[config.mk]
export PLATFORM = sky130hd
export DESIGN_NAME = csd_top
export DESIGN_NICKNAME = d
export VERILOG_FILES = /design/src/rtl/csd_pkg.sv /design/src/rtl/csd_regfile.sv /design/src/rtl/csd_bank_match.sv /design/src/rtl/csd_pick.sv /design/src/rtl/csd_top.sv
export SDC_FILE = /design/constraint.sdc
export NUM_CORES = 2
export LEC_CHECK = 0
export ABC_CLOCK_PERIOD_IN_PS = 3300
export BUFFER_PORTS_ARGS = -buffer_cell sky130_fd_sc_hd__buf_2
export CAP_MARGIN = 20
export CELL_PAD_IN_SITES_DETAIL_PLACEMENT = 1
export CELL_PAD_IN_SITES_GLOBAL_PLACEMENT = 1
export CORE_MARGIN = 2
export CORE_UTILIZATION = 48
export CTS_BUF_LIST = sky130_fd_sc_hd__clkbuf_8
export CTS_CLUSTER_SIZE = 8
export DETAILED_ROUTE_END_ITERATION = 7
export PLACE_DENSITY = 0.91
export SLEW_MARGIN = 10
export SYNTH_ARGS = -nofsm -noshare
export SYNTH_HDL_FRONTEND = slang
export SYNTH_SLANG_ARGS = --single-unit
[constraint.sdc]
create_clock -name clk -period 3.3 [get_ports clk]
set_input_delay 0.495 -clock clk [delete_from_list [all_inputs] [get_ports clk]]
set_output_delay 0.495 -clock clk [all_outputs]
set_load 0.01 [all_outputs]
[src/rtl/csd_pkg.sv]
package csd_pkg;
  localparam int WORD_W        = 32;
  localparam int REGION_LSB    = 17;
  localparam int CMP_BITS      = WORD_W - REGION_LSB;
  localparam int TIMING_WORDS  = 5;
  localparam int CATCHALL_LOW  = 2;
  localparam int CFG_WORD0     = 'h40;
  localparam int TIM_WORD0     = 'h80;
  localparam int TIM_EXTRA0    = 'hC0;
  localparam int BANK_STRIDE   = 4;

  function automatic int cfg_word(input int bank);
    return CFG_WORD0 + BANK_STRIDE * bank;
  endfunction

  function automatic int tim_word(input int bank, input int idx);
    if (idx < TIMING_WORDS - 1)
      return TIM_WORD0 + BANK_STRIDE * bank + idx;
    else
      return TIM_EXTRA0 + BANK_STRIDE * bank;
  endfunction
endpackage

[src/rtl/csd_regfile.sv]
module csd_regfile
  import csd_pkg::*;
#(
  parameter int NB = 8,
  parameter int AW = 8
) (
  input  logic                     clk,
  input  logic                     rst_n,
  input  logic                     boot_swap,
  input  logic                     wr_en,
  input  logic                     rd_en,
  input  logic [AW-1:0]            addr,
  input  logic [WORD_W-1:0]        wdata,
  output logic [WORD_W-1:0]        rdata,
  output logic                     swap_q,
  output logic [NB-1:0][WORD_W-1:0] cfg_q
);
  logic [NB-1:0][TIMING_WORDS-1:0][WORD_W-1:0] tim_q;
  logic [WORD_W-1:0] rd_next;

  always_ff @(posedge clk) begin
    if (!rst_n) swap_q <= boot_swap;
  end

  for (genvar b = 0; b < NB; b++) begin : g_bank
    localparam logic [AW-1:0] CFG_OFS = AW'(cfg_word(b));
    always_ff @(posedge clk) begin
      if (!rst_n) begin
        if (b == 0) cfg_q[b] <= {{(WORD_W-1){1'b0}}, ~boot_swap};
        else        cfg_q[b] <= '0;
      end else if (wr_en && addr == CFG_OFS) begin
        cfg_q[b] <= wdata;
      end
    end
    for (genvar t = 0; t < TIMING_WORDS; t++) begin : g_tim
      localparam logic [AW-1:0] TIM_OFS = AW'(tim_word(b, t));
      always_ff @(posedge clk) begin
        if (!rst_n)                        tim_q[b][t] <= '0;
        else if (wr_en && addr == TIM_OFS) tim_q[b][t] <= wdata;
      end
    end
  end

  always_comb begin
    rd_next = '0;
    for (int b = 0; b < NB; b++) begin
      if (addr == AW'(cfg_word(b))) rd_next = cfg_q[b];
      for (int t = 0; t < TIMING_WORDS; t++) begin
        if (addr == AW'(tim_word(b, t))) rd_next = tim_q[b][t];
      end
    end
  end

  always_ff @(posedge clk) begin
    if (!rst_n)     rdata <= '0;
    else if (rd_en) rdata <= rd_next;
  end
endmodule

[src/rtl/csd_bank_match.sv]
module csd_bank_match
  import csd_pkg::*;
#(
  parameter int BANK = 0
) (
  input  logic [WORD_W-1:0] cfg,
  input  logic [WORD_W-1:0] addr,
  output logic              match
);
  logic [CMP_BITS-1:0] diff;
  logic                normal;
  logic                unused_gap;

  assign unused_gap = cfg[REGION_LSB-1];
  assign diff   = (addr[WORD_W-1:REGION_LSB] ^ cfg[WORD_W-1:REGION_LSB])
                  & cfg[CMP_BITS:1];
  assign normal = cfg[0] && (diff == '0);

  if (BANK < CATCHALL_LOW) begin : g_catch
    assign match = normal || (cfg == '0);
  end else begin : g_plain
    assign match = normal;
  end
endmodule

[src/rtl/csd_pick.sv]
module csd_pick #(
  parameter int NB = 8
) (
  input  logic [NB-1:0] match,
  input  logic          swap,
  output logic [NB-1:0] cs,
  output logic          hit
);
  logic [NB-1:0] win;
  logic          found;

  always_comb begin
    win   = '0;
    found = 1'b0;
    for (int i = 0; i < NB; i++) begin
      if (match[i] && !found) begin
        win[i] = 1'b1;
        found  = 1'b1;
      end
    end
  end

  always_comb begin
    cs = win;
    if (swap) begin
      cs[0] = win[1];
      cs[1] = win[0];
    end
  end

  assign hit = |match;
endmodule

[src/rtl/csd_top.sv]
module csd_top
  import csd_pkg::*;
#(
  parameter int NB = 8,
  parameter int AW = 8
) (
  input  logic              clk,
  input  logic              rst_n,
  input  logic              boot_swap,
  input  logic              reg_we,
  input  logic              reg_re,
  input  logic [AW-1:0]     reg_addr,
  input  logic [WORD_W-1:0] reg_wdata,
  output logic [WORD_W-1:0] reg_rdata,
  input  logic              in_valid,
  output logic              in_ready,
  input  logic [WORD_W-1:0] in_addr,
  output logic              out_valid,
  input  logic              out_ready,
  output logic [NB-1:0]     out_cs,
  output logic              out_hit
);
  logic [NB-1:0][WORD_W-1:0] cfg_q;
  logic                      swap_q;
  logic [NB-1:0]             match;
  logic [NB-1:0]             cs_d;
  logic                      hit_d;

  csd_regfile #(.NB(NB), .AW(AW)) u_regs (
    .clk(clk), .rst_n(rst_n), .boot_swap(boot_swap),
    .wr_en(reg_we), .rd_en(reg_re), .addr(reg_addr),
    .wdata(reg_wdata), .rdata(reg_rdata),
    .swap_q(swap_q), .cfg_q(cfg_q)
  );

  for (genvar b = 0; b < NB; b++) begin : g_match
    csd_bank_match #(.BANK(b)) u_match (
      .cfg(cfg_q[b]), .addr(in_addr), .match(match[b])
    );
  end

  csd_pick #(.NB(NB)) u_pick (
    .match(match), .swap(swap_q), .cs(cs_d), .hit(hit_d)
  );

  assign in_ready = !out_valid || out_ready;

  always_ff @(posedge clk) begin
    if (!rst_n) begin
      out_valid <= 1'b0;
      out_cs    <= '0;
      out_hit   <= 1'b0;
    end else if (in_ready) begin
      out_valid <= in_valid;
      if (in_valid) begin
        out_cs  <= cs_d;
        out_hit <= hit_d;
      end
    end
  end
endmodule

==> out/results.txt <==
Type of origin of the critical path = input port
H-tree Lvls = 5
Period utilization = 109%
DR vias = 86000
GRT Total Usage = 58.0%
Site row count = 139
Clock root buffer = clkbuf_8
Hold Fails Final Rpt = 0
Pre-CTS WS = -998 ps
Hpwl dp = 298000 µm
Crit path max fanout = 10
Pint = 0.0294 W
Largest net degree at the start of global routing = 192
Max Slew Vio Count = 0
WHS Endpoint = u_regs.cfg_q[76]
Power Density = 480 nW/µm²
F_max = 0.279 GHz
Sw Ratio = 28.2%
WS Path Type = input port to flop
Critical Path End Type = flop
Starting DRC count in detailed routing = 14700
Cells after synthesis = 9449
Clk slew on worst S/H paths = 60 ps
Synth async-reset ratio = 0%
Wirelength per Cell = 36.6 µm
Mean post-synth cell area = 7.38 µm²
Total Nets Final = 10200
Sequential share of the synthesized area = 45.3%
Setup tns final = -1040 ps
Number of synthesized register bits = 1579
Gate power share = 8.0%
EDFF count, synth = 2
Initial antenna violation count = 58
Critical Path AT = 4470 ps
Critical R2R Capture = u_regs.rdata[16]
Horiz. Die Dim = 385 µm
GP Congestion = 1.10
Post-route ant nets = 0
Final-layout fill cell count = 17700
Clock power frac = 45.2%
TritonCTS Sinks = 1579
Worst reg2reg startpoint = u_regs.tim_q[112]
Worst hold slack = 31.6 ps
CTS tree = done
Synth unique cells = 95
HP Start = reg_wdata[12]
Synthesis warning total = 0
Status = finished with violations
Hold Crit Class = input port to flop
Reg2Reg Setup Slack = 60 ps
Flop pwr share = 46.8%
Syn_nets = 9528
Peak supply drop = 428 µV
PortBufs = 104
Final setup viols = 8
Most used DFF post-synth = dfxtp_1
Area Growth Syn to Fin = 22.5%
Maximum clock path buffer count = 4
Core area = 144000 µm²
Min Tclk post-route = 3590 ps
Initial Utilization = 48.4%
Hold Crit Depth = 4
Worst R2R Path Depth = 8
Number of global-route vias before repair = 83900
Cell Area, Synth = 69800 µm²
Worst-Skew Late Latency = 1060 ps
Max transition margin = 17.5%
Layout cells sized above 1 = 17.6%
Total CTS buffers = 290
Max_cap viols = 0
DIE AREA = 148000 µm²
DRC Markers = 3
DIE HEIGHT = 385 µm
Io pins = 122
Fin util = 59.3%
Total grt overflow = 0
CP required = 4180 ps
Net Sw Power = 0.0116 W
Worst setup margin = -289 ps
First-pass GRT wire length = 617000 µm
Drt pass-1 iters = 8
Static Leak = 30.8 nW
Worst clock skew = 105 ps
Worst Tran Pin Value = 1230 ps
Routed WL = 448000 µm
Failing checks = DRC, setup timing
Vias per inst = 7.04
-- Yosys cell counts (all sizes together), types with 34 or more instances --
cell type | number | area (µm²)
nand2 | 3329 | 12500
a21oi | 1768 | 8850
dfxtp | 1577 | 31600
clkbuf | 725 | 2720
nor2 | 274 | 1070
o21ai | 254 | 1270
o22ai | 174 | 1090
buf | 167 | 962
xor2 | 121 | 1060
a22oi | 116 | 871
mux2i | 83 | 831
a221oi | 80 | 707
nand3 | 75 | 390
nor3 | 75 | 459
o221ai | 63 | 552
a211oi | 49 | 378
a22o | 42 | 368
mux2 | 38 | 428
nand4 | 34 | 213
-- through the flow --
| stage | total power, W | area, µm² | cells |
|---|---|---|---|
| floorplan | 0.0207 | 69800 | 9449 |
| global placement | 0.0225 | 80000 | 11700 |
| detailed placement | 0.0225 | 80000 | 11700 |
| CTS | 0.0404 | 85400 | 12200 |
| global route | 0.0413 | 85400 | 12200 |
| finish | 0.0410 | 85500 | 12200 |
-- layer usage --
metal  vias up  part of all wire, %  track usage (%)
met5         -                0.096                0
met4        64                  9.7             44.3
met3      2574                   17             27.5
met2      8118                   38             78.2
met1     41700                   35             70.5
li1      33600                    -                -
-- final cells by class --
cell class / count / area (µm²) / area share [%]
Tap cell: 1903 / 2380 / 2.79
Inverter: 12 / 53.8 / 0.0630
Clock buffer: 349 / 4800 / 5.62
Sequential cell: 1579 / 31600 / 37.0
Multi-Input combinational cell: 6966 / 34700 / 40.6
Antenna cell: 20 / 50.0 / 0.0586
Clock inverter: 113 / 490 / 0.574
Timing Repair Buffer: 1275 / 11400 / 13.3
-- critical path, cell delays in order --
cell and delay (ps):
buf_2 440, buf_4 220, buf_4 130, nand2b_1 220
buf_4 220, nor3_2 60, buf_4 210, buf_4 150
a22o_1 220, a21oi_1 440, nand4_1 650, o21ai_1 700
buf_4 220, a31oi_1 60
-- sequential cells by signal, indices dropped and copies added, names as in the netlist --
signal / flops
out_hit: 1
u_regs.cfg_q: 256
out_valid: 1
u_regs.tim_q: 1280
u_regs.swap_q: 1
u_regs.rdata: 32
out_cs: 8
-- cells in the final DEF (no fill, tap or decap), types with 11 or more instances in the layout --
cell type      count
o21ai_0          248
o221ai_1          63
nand4_1           34
dfxtp_1         1577
o21a_1            14
nand3_1           72
a222oi_1          30
nor3_1            55
a22oi_1          116
nor2_1           214
nand2b_1          12
nor4_1            23
nor3_2            14
nor2_2            59
a21oi_1         1767
mux2i_1           83
o2bb2ai_1         17
buf_12           160
dlygate4sd3_1     12
buf_2            103
o22a_1            18
or3_1             13
a31oi_1           26
o2111ai_1         18
buf_4            997
a211oi_1          44
nand2_1         3328
clkinv_2          11
a22o_1            42
a221oi_1          79
mux2_2            38
o211ai_1          29
clkbuf_8         349
a2111oi_0         13
o22ai_1          174
nor2b_1           11
diode_2           20
inv_1            103
xor2_1           121
o221a_2           11
-- kinds of logic (layout without fill, tap and decap cells) --
family          count (synthesis)  count (layout)  share of synthesized area (%)
other cells                     0              20                              0
mux                           126             126                           1.97
flops                        1579            1579                           45.3
compound gates               2807            2807                           23.5
simple gates                 3912            3912                           22.4
xor+xnor                      121             121                           1.52
buf+inv                       904            1749                           5.34
-- power groups by stage --
stage                     logic [W]  registers (W)  clock network (W)
after detailed placement    0.00294         0.0196                  0
after CTS                   0.00298         0.0192             0.0182
after floorplan             0.00113         0.0196                  0
final                       0.00328         0.0192             0.0185
after global placement      0.00291         0.0196                  0
after global routing        0.00313         0.0192             0.0190
-- worst max path at each step --
stage / endpoint / cells after the start / slack (ps) / startpoint
final: u_regs.rdata[24] / 14 / -290 / reg_addr[2]
after global routing: u_regs.rdata[24] / 14 / -40 / reg_addr[2]
after CTS: u_regs.rdata[15] / 12 / 7 / reg_addr[6]
after detailed placement: u_regs.rdata[7] / 13 / -1000 / reg_addr[2]
after global placement: u_regs.rdata[23] / 12 / -1470 / reg_addr[6]
after floorplan: u_regs.rdata[0] / 11 / 730 / reg_addr[0]
-- timing repair --
| item | CTS | global route |
|---|---|---|
| hold buffers | 12 | 0 |
| setup buffers | 0 | 0 |
| setup endpoints to repair | 0 | 3 |
| gates resized for setup | 0 | 3 |
| endpoints found under the hold margin | 36 | 0 |
No activity file was read; power rests on OpenSTA's default activity.
